[config.mk]
export PLATFORM = sky130hd
export DESIGN_NAME = keyed_sel_guard
export DESIGN_NICKNAME = d
export VERILOG_FILES = /design/src/rtl/keyed_sel_guard_pkg.sv /design/src/rtl/kg_bus_decode.sv /design/src/rtl/kg_window.sv /design/src/rtl/kg_sel_reg.sv /design/src/rtl/keyed_sel_guard.sv
export SDC_FILE = /design/constraint.sdc
export NUM_CORES = 1
export LEC_CHECK = 0
export BUFFER_PORTS_ARGS = -buffer_cell sky130_fd_sc_hd__buf_2
export CAP_MARGIN = 30
export CORE_UTILIZATION = 30
export CTS_BUF_LIST = sky130_fd_sc_hd__clkbuf_16
export DETAILED_ROUTE_END_ITERATION = 16
export GPL_TIMING_DRIVEN = 0
export PLACE_DENSITY_LB_ADDON = 0.2
export SYNTH_ARGS = -nofsm -noshare
export SYNTH_HDL_FRONTEND = slang
export SYNTH_SLANG_ARGS = --single-unit
[constraint.sdc]
create_clock -name clk -period 4.56 [get_ports clk]
set_input_delay 0.912 -clock clk [delete_from_list [all_inputs] [get_ports clk]]
set_output_delay 0.912 -clock clk [all_outputs]
set_load 0.005 [all_outputs]
[src/rtl/keyed_sel_guard_pkg.sv]
// Package: shared offsets, status bit positions and the key event type
// for the keyed select-register guard.
package keyed_sel_guard_pkg;

    // Register offsets on the bus
    localparam int OFS_KEY  = 0;
    localparam int OFS_SEL  = 1;
    localparam int OFS_STAT = 2;

    // Status register bit positions
    localparam int STAT_ERR_BIT   = 0;
    localparam int STAT_ARMED_BIT = 1;

    // Outcome of a bus cycle at the key offset
    typedef enum logic [1:0] {
        KEY_NONE     = 2'd0,
        KEY_MATCH    = 2'd1,
        KEY_MISMATCH = 2'd2
    } key_evt_e;

endpackage

[src/rtl/kg_bus_decode.sv]
// Module: kg_bus_decode
// Decodes one bus cycle into a key event and a select-write strobe.
// Assumes: one access per cycle and wr_en qualifies both addr and wdata.
module kg_bus_decode
    import keyed_sel_guard_pkg::*;
#(
    parameter int          ADDR_W   = 4,
    parameter int          DATA_W   = 32,
    parameter logic [31:0] KEY_CODE = 32'hA74A9D23
) (
    input  logic              wr_en,
    input  logic [ADDR_W-1:0] addr,
    input  logic [DATA_W-1:0] wdata,
    output key_evt_e          key_evt,
    output logic              sel_wr
);

    localparam logic [ADDR_W-1:0] A_KEY = ADDR_W'(OFS_KEY);
    localparam logic [ADDR_W-1:0] A_SEL = ADDR_W'(OFS_SEL);
    localparam logic [DATA_W-1:0] KEY_W = DATA_W'(KEY_CODE);

    logic key_hit;

    // Classify a write at the key offset by its data value
    always_comb begin
        key_hit = wr_en && (addr == A_KEY);
        if (!key_hit)
            key_evt = KEY_NONE;
        else if (wdata == KEY_W)
            key_evt = KEY_MATCH;
        else
            key_evt = KEY_MISMATCH;
    end

    // Strobe for a write aimed at the guarded register
    always_comb begin
        sel_wr = wr_en && (addr == A_SEL);
    end

endmodule

[src/rtl/kg_window.sv]
// Module: kg_window
// Down-counter that holds the unlock window open for WINDOW edges after a
// correct key. It reloads on a correct key and clears on a bad key or when
// the window is used.
// Assumes: key_evt and consume never both act in one cycle (one access per cycle).
module kg_window
    import keyed_sel_guard_pkg::*;
#(
    parameter int WINDOW = 16,
    localparam int CNT_W = $clog2(WINDOW + 1)
) (
    input  logic             clk,
    input  logic             rst_n,
    input  key_evt_e         key_evt,
    input  logic             consume,
    output logic [CNT_W-1:0] cnt,
    output logic             armed
);

    localparam logic [CNT_W-1:0] CNT_FULL = CNT_W'(WINDOW);

    // Window counter: load, clear or count down
    always_ff @(posedge clk) begin
        if (!rst_n)
            cnt <= '0;
        else if (key_evt == KEY_MATCH)
            cnt <= CNT_FULL;
        else if (key_evt == KEY_MISMATCH)
            cnt <= '0;
        else if (consume)
            cnt <= '0;
        else if (cnt != '0)
            cnt <= cnt - 1'b1;
    end

    // Window is open while any count remains
    always_comb begin
        armed = (cnt != '0);
    end

endmodule

[src/rtl/kg_sel_reg.sv]
// Module: kg_sel_reg
// The guarded area-select register and its sticky error flag. A write
// updates the register only while armed. Otherwise it sets the error flag.
// Assumes: sel_wr is a single-cycle strobe from the decoder.
module kg_sel_reg #(
    parameter int NUM_AREAS = 5
) (
    input  logic                 clk,
    input  logic                 rst_n,
    input  logic                 sel_wr,
    input  logic                 armed,
    input  logic [NUM_AREAS-1:0] wbits,
    output logic [NUM_AREAS-1:0] sel,
    output logic                 err,
    output logic                 accept
);

    logic reject;

    // Qualify the write against the window state
    always_comb begin
        accept = sel_wr && armed;
        reject = sel_wr && !armed;
    end

    // One flop per area select, written only on an accepted write
    for (genvar i = 0; i < NUM_AREAS; i++) begin : g_bit
        always_ff @(posedge clk) begin
            if (!rst_n)
                sel[i] <= 1'b0;
            else if (accept)
                sel[i] <= wbits[i];
        end
    end

    // Sticky flag for writes outside the window
    always_ff @(posedge clk) begin
        if (!rst_n)
            err <= 1'b0;
        else if (reject)
            err <= 1'b1;
    end

endmodule

[src/rtl/keyed_sel_guard.sv]
// Module: keyed_sel_guard (top)
// Guards the flash area-select register behind a 32-bit key write and a
// short window, and provides readback of select bits and status.
// Assumes: synchronous active-low reset and at most one bus access per cycle.
module keyed_sel_guard
    import keyed_sel_guard_pkg::*;
#(
    parameter int          ADDR_W    = 4,
    parameter int          DATA_W    = 32,
    parameter int          NUM_AREAS = 5,
    parameter int          WINDOW    = 16,
    parameter logic [31:0] KEY_CODE  = 32'hA74A9D23
) (
    input  logic                 clk,
    input  logic                 rst_n,
    input  logic                 wr_en,
    input  logic [ADDR_W-1:0]    addr,
    input  logic [DATA_W-1:0]    wdata,
    output logic [DATA_W-1:0]    rdata,
    output logic [NUM_AREAS-1:0] area_sel,
    output logic                 data_area_wr
);

    localparam int CNT_W = $clog2(WINDOW + 1);
    localparam int DATA_AREA = NUM_AREAS - 1;
    localparam logic [ADDR_W-1:0] A_SEL  = ADDR_W'(OFS_SEL);
    localparam logic [ADDR_W-1:0] A_STAT = ADDR_W'(OFS_STAT);

    key_evt_e         key_evt;
    logic             sel_wr;
    logic [CNT_W-1:0] win_cnt;
    logic             armed;
    logic             accept;
    logic             err_flag;
    logic [NUM_AREAS-1:0] sel_q;

    kg_bus_decode #(
        .ADDR_W   (ADDR_W),
        .DATA_W   (DATA_W),
        .KEY_CODE (KEY_CODE)
    ) u_decode (
        .wr_en   (wr_en),
        .addr    (addr),
        .wdata   (wdata),
        .key_evt (key_evt),
        .sel_wr  (sel_wr)
    );

    kg_window #(
        .WINDOW (WINDOW)
    ) u_window (
        .clk     (clk),
        .rst_n   (rst_n),
        .key_evt (key_evt),
        .consume (accept),
        .cnt     (win_cnt),
        .armed   (armed)
    );

    kg_sel_reg #(
        .NUM_AREAS (NUM_AREAS)
    ) u_sel (
        .clk    (clk),
        .rst_n  (rst_n),
        .sel_wr (sel_wr),
        .armed  (armed),
        .wbits  (wdata[NUM_AREAS-1:0]),
        .sel    (sel_q),
        .err    (err_flag),
        .accept (accept)
    );

    // Drive the area outputs from the guarded register
    always_comb begin
        area_sel     = sel_q;
        data_area_wr = sel_q[DATA_AREA];
    end

    // Read mux: unimplemented and reserved bits read as zero
    always_comb begin
        rdata = '0;
        if (addr == A_SEL)
            rdata[NUM_AREAS-1:0] = sel_q;
        else if (addr == A_STAT) begin
            rdata[STAT_ERR_BIT]   = err_flag;
            rdata[STAT_ARMED_BIT] = armed;
        end
    end

endmodule

==> metrics.md <==
| Metric | Value |
|---|---|
| Failing checks | `DRC` |
| DIE AREA | `3230 um^2` |
| Gpl congestion | `0.636` |
| CTS Sinks | `11` |
| First drt pass iteration count | `10` |
| Clock Skews | `0.00317 ns` |
| CP Class | `in2out` |
| Commonest non-fill, non-tap cell in the layout | `buf_2` |
| Final ANT Viol Nets | `0` |
| Fin util | `48.4%` |
| Kind of end point of the critical path | `output port` |
| Post-synthesis simple-gate area fraction | `31.6%` |
| Slew Viols, Final | `0` |
| PD cells | `344 nW/um^2` |
| Io pins | `77` |
| Port Buffers | `48` |
| Total grt overflow | `0` |
| Number of synthesized register bits | `11` |
| Core Area | `2810 um^2` |
| Gate Count Post-Synth | `100` |
| Initial Utilization | `32.2%` |
| Crit path required time | `3.65 ns` |
| Syn Std Cell Area | `902 um^2` |
| CTS tree | `done` |
| Hold Buf Count CTS | `0` |
| Post-CTS setup buffers | `0` |
| Largest net degree at the start of global routing | `11` |
| Max FO, Critical Path | `5` |
| Largest family of logic cells by synthesized area | `simple AND/OR/NAND/NOR gates` |
| Most frequent cells in the layout | `buf_2, buf_4, conb_1` |
| Compound-gate portion of the synthesized area | `7.77%` |
| Drt via density | `4.13` |
| Nets | `219` |
| Post-Syn Area per Cell | `9.02 um^2` |
| Antenna Cells | `0` |
| WL/cell | `9.46 um` |
| H-tree lvl count | `1` |
| DRC errors left | `4` |
| Vias in the first global route | `767` |
| Initial antenna violation count | `0` |
| Die Width | `56.8 um` |
| Final HPWL DP | `1.63 mm` |
| Seq/Total Area, Yosys | `24.4%` |
| Worst-Skew Late Latency | `0.24 ns` |
| Register area | `220 um^2` |
| Dpl cell area | `1280 um^2` |
| # fillers | `273` |
| Ys Warns | `0` |
| Total chip power | `467 uW` |
| Clock Pin Slew Worst Setup and Hold Paths | `0.04 ns` |
| RSZ-0062 raised after global routing | `false` |
| Arr. time, crit path | `1.80 ns` |
| Row cnt | `19` |
| Crit share post-route | `59.5%` |
| Clk buf depth | `2` |
| Leak pwr | `0.000747 uW` |
| Max Cap Viol | `0` |
| Multiplexer share of the synthesized area | `5.55%` |
| Synth Area in XOR/XNOR | `2.91%` |
| Post-Layout Inst Area | `1360 um^2` |
| Total track usage | `13.0%` |
| Tightest Hold Check Type | `reg2reg` |
| Synth Area in Adders | `1.39%` |
| Peak VDD IR | `0.000163 V` |
| 1st-iter DRT viols | `7` |
| Sum Neg Setup Slack | `0 ns` |
| Fin. Hold Viols | `0` |
| Final Critical Period | `2.71 ns` |
| Worst Setup Start Kind | `primary input` |
| Outcome | `finished, violations left` |
| Distinct cells, synth | `33` |
| CTS root buffer | `clkbuf_16` |
| Die Span Y | `56.8 um` |
| PostCTS Resize Cnt | `0` |
| Detailed Route WL | `1.98 mm` |
| Vias | `864` |
| First-pass GRT wire length | `3.25 mm` |
| Area grow syn2layout | `50.5%` |
| Area of the multi-input gates | `546 um^2` |
| Max Freq | `369 MHz` |
| Final setup viols | `0` |
| Num CTS Buffers | `3` |
| Fraction of layout cells with a size suffix above 1 | `50.0%` |
-- cells in the mapped netlist (all sizes together) --
cell type | instances | area [um^2]
o2111ai | 1 | 8.76
nor4 | 3 | 18.8
nor2 | 7 | 26.3
and2 | 3 | 18.8
o21a | 1 | 7.51
nor2b | 6 | 37.5
or4bb | 1 | 11.3
a22oi | 2 | 15.0
xnor2 | 3 | 26.3
nor3 | 3 | 15.0
o211ai | 1 | 21.3
mux2i | 5 | 50.1
ha | 1 | 12.5
conb | 1 | 3.75
nand3 | 2 | 22.5
buf | 30 | 226
nand2b | 1 | 6.26
inv | 2 | 7.51
nand4 | 2 | 12.5
nand4b | 1 | 8.76
or4b | 3 | 37.5
nor4b | 1 | 23.8
o21ai | 1 | 5.00
nand4bb | 1 | 11.3
and2b | 1 | 7.51
and4bb | 1 | 12.5
dfxtp | 11 | 220
nand2 | 4 | 15.0
a211oi | 1 | 12.5
-- cell families (layout without fill, tap and decap cells) --
logic type | Yosys count | after routing
flip-flops | 11 | 11
multiplexers | 5 | 5
AND/OR/NAND/NOR | 40 | 40
XOR/XNOR | 3 | 3
adder cells (fa/ha/maj) | 1 | 1
buffers and inverters | 32 | 84
AO/OA/AOI/OAI | 7 | 7
other | 1 | 27
-- cell type report --
cell class              count  share of cell area, %
multi-input cells          83                   40.2
repair buffers             48                   17.7
plain buffers              30                   16.7
flip-flops and latches     11                   16.2
clock buffers               3                   5.53
well taps                  31                   2.86
inverters                   2                  0.553
clock inverters             1                  0.276
-- state kept, by name, summed over array words and instances, names as in the netlist --
name and cells:
u_sel.sel 5, u_window.cnt 5, u_sel.err 1
-- worst paths after layout --
check | startpoint | to | slack, ns | cells after the start
worst max-delay path | addr[1] | rdata[4] | 1.85 | 4
worst min-delay path | u_sel.err | u_sel.err | 0.46 | 1
worst max register to register | u_window.cnt[0] | u_sel.sel[2] | 2.82 | 7
worst min register to register | u_sel.err | u_sel.err | 0.46 | 1
-- routing by layer --
layer / up-vias / share of wire [%] / global-route usage, %
met5: - / 0 / 0
met4: 0 / 2.0 / 6.27
met3: 3 / 6.3 / 2.07
met2: 42 / 52 / 24.1
met1: 372 / 40 / 14.3
li1: 447 / - / -
-- critical path: stages --
cell and delay [ns]:
buf_2 0.13, nor4b_4 0.46, and2_1 0.19, buf_2 0.11
-- power by group --
| group | internal, uW | total (uW) | switching, uW |
|---|---|---|---|
| sequential | 114 | 129 | 15.1 |
| combinational | 99.2 | 178 | 78.4 |
| clock | 115 | 160 | 44.7 |
| total | 328 | 467 | 138 |
-- metrics by stage --
| stage | setup slack [ns] | hold slack [ns] | std cells |
|---|---|---|---|
| 3_3_place_gp | 1.85 | 0.453 | 205 |
| 5_1_grt | 1.79 | 0.490 | 209 |
| 2_1_floorplan | 2.19 | 0.440 | 126 |
| 4_1_cts | 1.81 | 0.466 | 209 |
| 6_report | 1.85 | 0.462 | 209 |
| 3_5_place_dp | 1.81 | 0.456 | 205 |
Power figures use the tool's default switching activity.
